**src/rtl/rxa_pkg.sv**
```systemverilog
`timescale 1ns/1ps
package rxa_pkg;

    localparam int CHAR_MAX = 8;
    localparam int CHAR_MIN = 5;

    typedef enum logic [1:0] {
        RATE_UNIT_A = 2'b00,
        RATE_UNIT   = 2'b01,
        RATE_MID    = 2'b10,
        RATE_BIG    = 2'b11
    } rate_e;

    typedef enum logic [2:0] {
        FR_IDLE,
        FR_START,
        FR_DATA,
        FR_PAR,
        FR_STOP
    } frame_state_e;

    // One completed frame, handed from the framer to the host registers.
    typedef struct packed {
        logic                valid;
        logic [CHAR_MAX-1:0] data;
        logic                par_bad;
        logic                stop_low;
        logic                all_low;
    } rx_char_t;

    // Bits enter at the top of the shifter; move them down to bit 0.
    function automatic logic [CHAR_MAX-1:0] align_char(
        input logic [CHAR_MAX-1:0] sh,
        input logic [1:0]          len_code
    );
        int unsigned gap;
        gap = CHAR_MAX - CHAR_MIN - int'(len_code);
        return sh >> gap;
    endfunction

endpackage

```
**src/rtl/rxa_bit_timer.sv**
```systemverilog
`timescale 1ns/1ps
module rxa_bit_timer
    import rxa_pkg::*;
#(
    parameter int FAC_MID = 16,
    parameter int FAC_BIG = 64,
    localparam int CW = $clog2(FAC_BIG)
) (
    input  logic       clk,
    input  logic       rst,
    input  logic       tick,
    input  logic [1:0] rate,
    input  logic       ld_half,
    input  logic       ld_full,
    output logic       due,
    output logic       unit_rate
);

    logic [CW-1:0] cnt;
    logic [CW-1:0] full_m1;
    logic [CW-1:0] half_m1;

    always_comb begin
        case (rate_e'(rate))
            RATE_MID: begin
                full_m1 = CW'(FAC_MID - 1);
                half_m1 = CW'(FAC_MID / 2 - 1);
            end
            RATE_BIG: begin
                full_m1 = CW'(FAC_BIG - 1);
                half_m1 = CW'(FAC_BIG / 2 - 1);
            end
            default: begin
                full_m1 = '0;
                half_m1 = '0;
            end
        endcase
    end

    assign unit_rate = (rate_e'(rate) == RATE_UNIT) || (rate_e'(rate) == RATE_UNIT_A);

    always_ff @(posedge clk) begin
        if (rst) begin
            cnt <= '0;
        end else if (tick) begin
            if (ld_half)
                cnt <= half_m1;
            else if (ld_full)
                cnt <= full_m1;
            else if (cnt != '0)
                cnt <= cnt - 1'b1;
        end
    end

    assign due = tick && (cnt == '0);

endmodule

```
**src/rtl/rxa_frame_ctl.sv**
```systemverilog
`timescale 1ns/1ps
module rxa_frame_ctl
    import rxa_pkg::*;
(
    input  logic       clk,
    input  logic       rst,
    input  logic       en,
    input  logic       tick,
    input  logic       rxd,
    input  logic [1:0] len_sel,
    input  logic       parity_on,
    input  logic       parity_even,
    input  logic       due,
    input  logic       unit_rate,
    output logic       ld_half,
    output logic       ld_full,
    output rx_char_t   chr
);

    frame_state_e        state, nxt;
    logic [CHAR_MAX-1:0] shreg;
    logic [2:0]          bit_cnt;
    logic                par_acc;
    logic                par_bit;
    logic                seen_high;
    logic                done;
    logic [2:0]          last_idx;

    assign last_idx = 3'd4 + {1'b0, len_sel};

    always_comb begin
        nxt     = state;
        ld_half = 1'b0;
        ld_full = 1'b0;
        done    = 1'b0;
        case (state)
            FR_IDLE: begin
                if (tick && !rxd) begin
                    if (unit_rate) begin
                        nxt     = FR_DATA;
                        ld_full = 1'b1;
                    end else begin
                        nxt     = FR_START;
                        ld_half = 1'b1;
                    end
                end
            end
            FR_START: begin
                if (due) begin
                    if (!rxd) begin
                        nxt     = FR_DATA;
                        ld_full = 1'b1;
                    end else begin
                        nxt = FR_IDLE;
                    end
                end
            end
            FR_DATA: begin
                if (due) begin
                    ld_full = 1'b1;
                    if (bit_cnt == last_idx)
                        nxt = parity_on ? FR_PAR : FR_STOP;
                end
            end
            FR_PAR: begin
                if (due) begin
                    ld_full = 1'b1;
                    nxt     = FR_STOP;
                end
            end
            FR_STOP: begin
                if (due) begin
                    done = 1'b1;
                    nxt  = FR_IDLE;
                end
            end
            default: nxt = FR_IDLE;
        endcase
        if (!en) begin
            nxt  = FR_IDLE;
            done = 1'b0;
        end
    end

    always_ff @(posedge clk) begin
        if (rst) begin
            state     <= FR_IDLE;
            shreg     <= '0;
            bit_cnt   <= '0;
            par_acc   <= 1'b0;
            par_bit   <= 1'b0;
            seen_high <= 1'b0;
        end else begin
            state <= nxt;
            if (state == FR_IDLE) begin
                shreg     <= '0;
                bit_cnt   <= '0;
                par_acc   <= 1'b0;
                par_bit   <= 1'b0;
                seen_high <= 1'b0;
            end else if (due && state == FR_DATA) begin
                shreg     <= {rxd, shreg[CHAR_MAX-1:1]};
                bit_cnt   <= bit_cnt + 1'b1;
                par_acc   <= par_acc ^ rxd;
                seen_high <= seen_high | rxd;
            end else if (due && state == FR_PAR) begin
                par_bit   <= rxd;
                seen_high <= seen_high | rxd;
            end
        end
    end

    always_comb begin
        chr.valid    = done;
        chr.data     = align_char(shreg, len_sel);
        chr.par_bad  = parity_on && ((par_acc ^ par_bit) == parity_even);
        chr.stop_low = !rxd;
        chr.all_low  = !seen_high && !rxd;
    end

    // a start bit found high at its midpoint sends the framer back to idle
    assert_start_reject_R1: assert property (@(posedge clk) disable iff (rst)
        (en && state == FR_START && due && rxd) |=> (state == FR_IDLE));

    // with the receiver disabled the framer sits in idle
    assert_disable_idle_R11: assert property (@(posedge clk) disable iff (rst)
        !en |=> (state == FR_IDLE));

endmodule

```
**src/rtl/rxa_host_regs.sv**
```systemverilog
`timescale 1ns/1ps
module rxa_host_regs
    import rxa_pkg::*;
(
    input  logic                clk,
    input  logic                rst,
    input  logic                en,
    input  logic                tick,
    input  logic                rxd,
    input  logic                rd_strobe,
    input  logic                err_clear,
    input  rx_char_t            chr,
    output logic [CHAR_MAX-1:0] rx_data,
    output logic                rx_ready,
    output logic                parity_err,
    output logic                overrun_err,
    output logic                framing_err,
    output logic                break_det
);

    logic zero_prev;

    always_ff @(posedge clk) begin
        if (rst) begin
            rx_data     <= '0;
            rx_ready    <= 1'b0;
            parity_err  <= 1'b0;
            overrun_err <= 1'b0;
            framing_err <= 1'b0;
            break_det   <= 1'b0;
            zero_prev   <= 1'b0;
        end else begin
            if (err_clear) begin
                parity_err  <= 1'b0;
                overrun_err <= 1'b0;
                framing_err <= 1'b0;
            end
            if (chr.valid) begin
                rx_data  <= chr.data;
                rx_ready <= 1'b1;
                if (rx_ready && !rd_strobe)
                    overrun_err <= 1'b1;
                if (chr.par_bad)
                    parity_err <= 1'b1;
                if (chr.stop_low)
                    framing_err <= 1'b1;
                if (chr.all_low) begin
                    if (zero_prev)
                        break_det <= 1'b1;
                    zero_prev <= 1'b1;
                end else begin
                    zero_prev <= 1'b0;
                end
            end else if (rd_strobe) begin
                rx_ready <= 1'b0;
            end
            if (en && tick && rxd) begin
                break_det <= 1'b0;
                zero_prev <= 1'b0;
            end
        end
    end

    assert_read_clears_R6: assert property (@(posedge clk) disable iff (rst)
        (rd_strobe && !chr.valid) |=> !rx_ready);

    assert_overrun_sets_R7: assert property (@(posedge clk) disable iff (rst)
        (chr.valid && rx_ready && !rd_strobe) |=> overrun_err);

    assert_framing_sets_R8: assert property (@(posedge clk) disable iff (rst)
        (chr.valid && chr.stop_low) |=> framing_err);

    assert_break_clears_R9: assert property (@(posedge clk) disable iff (rst)
        (en && tick && rxd) |=> !break_det);

    assert_overrun_sticky_R10: assert property (@(posedge clk) disable iff (rst)
        (overrun_err && !err_clear) |=> overrun_err);

    assert_parity_sticky_R10: assert property (@(posedge clk) disable iff (rst)
        (parity_err && !err_clear) |=> parity_err);

endmodule

```
**src/rtl/rxa_async_rx.sv**
```systemverilog
`timescale 1ns/1ps
module rxa_async_rx
    import rxa_pkg::*;
#(
    parameter int FAC_MID = 16,
    parameter int FAC_BIG = 64
) (
    input  logic                clk,
    input  logic                rst,
    input  logic                rx_tick,
    input  logic                rxd,
    input  logic                rx_enable,
    input  logic [1:0]          rate_sel,
    input  logic [1:0]          len_sel,
    input  logic                parity_on,
    input  logic                parity_even,
    input  logic                rd_strobe,
    input  logic                err_clear,
    output logic [CHAR_MAX-1:0] rx_data,
    output logic                rx_ready,
    output logic                parity_err,
    output logic                overrun_err,
    output logic                framing_err,
    output logic                break_det
);

    logic     due;
    logic     unit_rate;
    logic     ld_half;
    logic     ld_full;
    rx_char_t chr;

    rxa_bit_timer #(
        .FAC_MID (FAC_MID),
        .FAC_BIG (FAC_BIG)
    ) u_timer (
        .clk       (clk),
        .rst       (rst),
        .tick      (rx_tick),
        .rate      (rate_sel),
        .ld_half   (ld_half),
        .ld_full   (ld_full),
        .due       (due),
        .unit_rate (unit_rate)
    );

    rxa_frame_ctl u_framer (
        .clk         (clk),
        .rst         (rst),
        .en          (rx_enable),
        .tick        (rx_tick),
        .rxd         (rxd),
        .len_sel     (len_sel),
        .parity_on   (parity_on),
        .parity_even (parity_even),
        .due         (due),
        .unit_rate   (unit_rate),
        .ld_half     (ld_half),
        .ld_full     (ld_full),
        .chr         (chr)
    );

    rxa_host_regs u_host (
        .clk         (clk),
        .rst         (rst),
        .en          (rx_enable),
        .tick        (rx_tick),
        .rxd         (rxd),
        .rd_strobe   (rd_strobe),
        .err_clear   (err_clear),
        .chr         (chr),
        .rx_data     (rx_data),
        .rx_ready    (rx_ready),
        .parity_err  (parity_err),
        .overrun_err (overrun_err),
        .framing_err (framing_err),
        .break_det   (break_det)
    );

    // ready never rises in the clock after the receiver was disabled
    assert_no_ready_when_off_R11: assert property (@(posedge clk) disable iff (rst)
        !rx_enable |=> !$rose(rx_ready));

endmodule

```
**config.mk**
```make
export PLATFORM = sky130hd
export DESIGN_NAME = rxa_async_rx
export DESIGN_NICKNAME = d
export VERILOG_FILES = /design/src/rtl/rxa_pkg.sv /design/src/rtl/rxa_bit_timer.sv /design/src/rtl/rxa_frame_ctl.sv /design/src/rtl/rxa_host_regs.sv /design/src/rtl/rxa_async_rx.sv
export SDC_FILE = /design/constraint.sdc
export NUM_CORES = 1
export LEC_CHECK = 0
export BUFFER_PORTS_ARGS = -buffer_cell sky130_fd_sc_hd__buf_2
export CORE_MARGIN = 4
export CORE_UTILIZATION = 60
export CTS_BUF_LIST = sky130_fd_sc_hd__clkbuf_2 sky130_fd_sc_hd__clkbuf_4 sky130_fd_sc_hd__clkbuf_8
export CTS_CLUSTER_DIAMETER = 50
export DETAILED_ROUTE_END_ITERATION = 12
export PLACE_DENSITY = 0.85
export SYNTH_ARGS = -nofsm -noshare
export SYNTH_HDL_FRONTEND = slang
export SYNTH_SLANG_ARGS = --single-unit
```
**constraint.sdc**
```tcl
create_clock -name clk -period 2.15 [get_ports clk]
set_input_delay 0.215 -clock clk [delete_from_list [all_inputs] [get_ports clk]]
set_output_delay 0.215 -clock clk [all_outputs]
set_load 0.01 [all_outputs]
```
### Yosys cells after proc, flatten, opt, wreduce, memory -nomap -nowiden

Index checks and enable logic that the tools add are counted.

| word-level totals | value |
|---|---|
| register bits after elaboration | 37 |
| bits of input ports | 13 |
| output and inout bits | 13 |

| operators by class | value |
|---|---|
| add/subtract/negate cells | 4 |
| equality and inequality tests | 15 |
| shift-type cells | 1 |
| multiplexer cells | 40 |
| bitwise operators | 5 |
| reductions and logical operators | 28 |

Operators with widths:

| kind | number |
|---|---|
| right shift 8 x 32 -> 8 bit | 1 |
| 2-to-1 mux 1 bit | 24 |
| 2-to-1 mux 3 bit | 7 |
| 2-to-1 mux 6 bit | 3 |
| one-hot mux 3 bit (5 select lines) | 1 |
| inequality test 2 x 1 -> 1 bit, second input constant | 6 |
| one-hot mux 6 bit (2 select lines) | 1 |
| one-hot mux 5 bit (2 select lines) | 1 |
| logical AND 1 bit | 9 |
| OR reduction 2 bit | 4 |
| equality test 3 x 2 -> 1 bit, second input constant | 2 |
| logical NOT 6 bit | 1 |
| AND reduction 6 bit | 1 |
| nonzero test 6 bit | 1 |
| subtractor 6 x 1 -> 6 bit, second input constant | 1 |
| equality test 2 bit, second input constant | 2 |
| 2-to-1 mux 2 bit | 2 |
| AND reduction 2 bit | 2 |
| nonzero test 2 bit | 2 |
| adder 3 x 1 -> 3 bit, second input constant | 1 |
| adder 3 x 2 -> 3 bit, first input constant | 1 |
| equality test 3 x 1 -> 1 bit, second input constant | 1 |
| equality test 3 bit | 1 |
| equality test 3 bit, second input constant | 1 |
| 13 further kinds | 17 |

### Logic depth before layout (Yosys ltp)

| logic depth | value |
|---|---|
| word-level depth | 7 |
| gate-level depth with buffers | 8 |
| gate-level depth less buffers | 7 |

### By module

Synthesis repeated with hierarchy kept, for this count alone.

| second synthesis, totals | value |
|---|---|
| cells, all modules | 234 |
| area, all modules | 2042.0 µm² |

By module, submodules not included:

| module | times used | cells each | area each (µm²) |
|---|---|---|---|
| rxa_frame_ctl | 1 | 129 | 1061.0 |
| rxa_host_regs | 1 | 50 | 539.3 |
| rxa_bit_timer | 1 | 55 | 441.7 |

### Worst setup path after synthesis

No wires, ideal clock.

| timing path | value |
|---|---|
| kind | register to register |
| start point | reg u_timer.cnt[0] |
| end point | reg u_framer.bit_cnt[1] |
| library setup time | 0.130 ns |
| arrival | 1.495 ns |
| slack | 0.525 ns |
| stages on the path, launching flop included | 9 |
| buffers on the path | 1 |
| period minus slack after synthesis | 1.625 ns |
| cell sequence | dfxtp_1 -> inv_1 -> ha_1 -> and3b_4 -> nand2_4 -> or4_4 -> buf_6 -> nand2_1 -> a21oi_1 |

| between the ends | value |
|---|---|
| longest elaborated chain between the ends | 3 |

Ends and longest elaborated chain:

| what | line | source |
|---|---|---|
| from (decl) | rxa_bit_timer.sv:19 | `logic [CW-1:0] cnt;` |
| from (signal assigned) | rxa_bit_timer.sv:47 | `cnt <= half_m1;` |
| from (signal assigned) | rxa_bit_timer.sv:49 | `cnt <= full_m1;` |
| from (signal assigned) | rxa_bit_timer.sv:51 | `cnt <= cnt - 1'b1;` |
| logical NOT 6 bit | rxa_bit_timer.sv:55 | `assign due = tick && (cnt == '0);` |
| logical AND 1 bit | rxa_bit_timer.sv:55 |  |
| logical AND 1 bit | rxa_frame_ctl.sv:101 | `end else if (due && state == FR_DATA) begin` |
| to (signal assigned) | rxa_frame_ctl.sv:103 | `bit_cnt <= bit_cnt + 1'b1;` |
| to (decl) | rxa_frame_ctl.sv:22 | `logic [2:0] bit_cnt;` |

Every way passes these cells.
A chain may end at the register's enable or synchronous reset.

### Worst setup path in the final report

| timing path | value |
|---|---|
| start point | reg u_timer.cnt[1] |
| end point | reg u_framer.state[0] |

| between the ends | value |
|---|---|
| longest elaborated chain between the ends | 4 |
| elaborated cells on any way between the ends | 7 |
| classes of those cells | eq/ne (4); reduce/logical (3) |

Ends and longest elaborated chain:

| what | line | source |
|---|---|---|
| logical NOT 6 bit (*) | rxa_bit_timer.sv:55 |  |
| logical AND 1 bit (*) | rxa_bit_timer.sv:55 |  |
| inequality test 2 x 1 -> 1 bit (no source line) | -- |  |
| AND reduction 6 bit (no source line) (*) | -- |  |
| to (signal assigned) | rxa_frame_ctl.sv:94 | `state <= nxt;` |
| to (decl) | rxa_frame_ctl.sv:20 | `frame_state_e state, nxt;` |

Every way passes the cells marked *; elsewhere a longest branch is shown, timed or not.

==> flow_summary.yaml <==
setup_path:
  path_max_fanout: 10
  worstSetupStartpoint: "u_timer.cnt[1]"
  r2r-start: "u_timer.cnt[1]"
  end_kind: "register"
  required_ns: 2.40
  start_kind: "register"
  critPathKind: "register to register"
  arrival_ns: 2.05
run:
  maxCapViolations: 0
route:
  via_per_inst: 6.01
  totalWireLength_um: 4290
  antenna_left: 0
  drt_iter0_drc: 144
  dr.pass1.iters: 4
  drc_errors: 0
  avgRoutedWirePerCell_um: 14.4
  num_vias: 1790
timing:
  finalSetupViolCount: 0
  whs_ns: 0.147
  hold_viol_final: 0
  tightest_slew_ns: 0.530
  fin_crit_ns: 1.80
  setup_tns_ns: 0
  finalClockSkew_ns: 0.0182
  setup_slack_ns: 0.348
  rsz0062_at_grt: "no"
  slew_headroom_pct: 64.4
  finalCritPeriodShare_pct: 83.8
  fmax_ghz: 0.555
  finalMaxSlewViolations: 0
cts:
  cts_tree: "yes"
  cts_root_buf: "clkbuf_4"
  clockBufferDepth: 2
  cts_max_level: 2
  cts_hold_buffers: 0
  numCtsBuffers: 5
  clk_pin_slew_ns: 0.12
  clock-sinks: 37
  cts_resized: 0
  cts_setup_buffers: 0
  clock_latency_ns: 0.35
die:
  rows: 20
  ioPinCount: 26
  start_util_pct: 64.4
  core_area_sq_um: 3150
  die-area_sq_um: 4380
  die_y_um: 66.2
  dieWidth_um: 66.2
cells_and_area:
  area_growth_pct: 8.68
  nets: 270
  antenna_cells: 0
  utilization_pct: 70.0
  drive_gt1_share_pct: 22.4
global_routing:
  grtUsageTotal_pct: 21.9
  antenna_found_initial: 0
  grt_max_degree: 17
  grt_pass1_wl_um: 7310
  grt_pass1_vias: 1616
  grt_overflow: 0
synthesis:
  ys_ff_latch: 37
  synth_nets: 249
  synthDistinctLibCells: 61
  synth_flop_cell: "dfxtp_1"
  ys_seq_area_share_pct: 36.5
  avgSynthCellArea_sq_um: 8.72
  synthArstFlopShare_pct: 0
  synth_cells: 233
  yosys_warnings: 0
  synth_edf_count: 0
  syn_area_sq_um: 2030
power_and_ir_drop:
  p_leak_nw: 0.819
  finalPower_mw: 1.36
  pwr_density_cell_nw_per_um2: 616
  irDropWorstVdd_v: 0.000301
placement:
  gp_congestion: 0.877
  io_buffers: 25
  dpl.hpwl_um: 3110
  place_ws_ns: 0.433
worst_hold_path:
  hp-start: "rd_strobe"
  min_path_type: "input pin to register"
status:
  status: "finished, final reports clean"
worst paths after layout:
kind	endpoint	slack (ns)	cells past startpoint
worst max-delay path	u_framer.state[0]	0.35	7
worst min-delay path	u_host.rx_ready	0.15	3
worst max register to register	u_framer.state[0]	0.35	7
worst min register to register	u_host.rx_data[2]	0.46	2
metrics by stage:
step	area, sq um	std cells
6_report	2210	298
3_5_place_dp	2150	291
4_1_cts	2210	298
2_1_floorplan	2030	233
3_3_place_gp	2150	291
5_1_grt	2210	298
area by class of cell:
type                    count  area (sq um)
multi-input cells         172          1170
fillers                   273           945
flip-flops and latches     37           741
repair buffers             28           148
well taps                  44          55.1
clock buffers               6          51.3
inverters                  10          37.5
clock inverters             1          7.51
where the power goes:
| part | leakage (nW) | switching [mW] | internal [mW] |
|---|---|---|---|
| logic | 0.489 | 0.141 | 0.105 |
| clock network | 0.0303 | 0.226 | 0.153 |
| registers | 0.299 | 0.0310 | 0.703 |
kinds of logic after synthesis:
logic type      count (synthesis)  share of synthesized area (%)
buf+inv                        24                           6.03
compound gates                 59                           20.3
flops                          37                           36.5
simple gates                   92                           24.4
mux                            10                           7.51
fa+ha+maj                       3                           1.85
xor+xnor                        8                           3.45
critical path, stage by stage, from the launching register on:
cell and delay [ns]:
dfxtp_1 0.41, inv_1 0.10, ha_1 0.20, and3b_4 0.20
and2_1 0.26, a221oi_2 0.25, a311oi_1 0.07, nor4_1 0.21
registers in the layout, indices dropped and copies added (netlist names), 3 cells and up:
| signal | cells |
|---|---|
| u_host.rx_data | 8 |
| u_framer.state | 3 |
| u_timer.cnt | 6 |
| u_framer.shreg | 8 |
| u_framer.bit_cnt | 3 |
routing by layer:
metal	global-route usage [%]	up-vias	part of all wire, %
li1	-	883	-
met1	30.0	819	46
met2	33.1	80	44
met3	5.27	8	8.4
met4	8.63	0	1.3
met5	0	-	0
cell usage in the layout, fill, tap and decap left out, types with 3 or more instances in the layout:
cell type and count:
buf_2 25, ha_1 3, nand2_1 35, o21a_1 3, o21ai_0 3, nand3_1 4
nor3_1 6, clkbuf_4 5, mux4_2 4, nand4_1 3, xnor2_1 5, dfxtp_1 37
inv_1 8, xor2_1 3, buf_4 3, mux2i_1 4, a21oi_1 25, nor2_1 17
a211oi_1 4, a311oi_1 3
synth_stat cells (2+ instances only):
library cell   n  share of area [%]
buf_4          3                1.1
or2_1          2               0.62
o21ai_1        2               0.49
nor2_1        17                3.1
clkbuf_1       4               0.74
ha_1           3                1.8
mux2i_1        4                2.0
buf_2          5                1.2
nand2_1       35                6.5
inv_2          2               0.37
buf_6          2                1.1
nor2_2         2               0.62
a311oi_1       3                1.3
xor2_1         3                1.3
inv_1          8                1.5
nor3_1         6                1.5
xnor2_1        5                2.2
o21a_1         3                1.1
o21ai_0        3               0.74
nor3_4         2                1.6
nand3_1        4               0.99
a21oi_1       25                6.2
mux2_2         2                1.1
a211oi_1       4                1.5
and3_1         2               0.62
and2_1         2               0.62
o221a_1        2                1.1
dfxtp_1       37                 36
mux4_2         4                4.4
a31oi_1        2               0.62
nand4_1        3               0.92
nor2b_1        2               0.62
nor4_1         2               0.62
(Power assumes the default switching activity.)
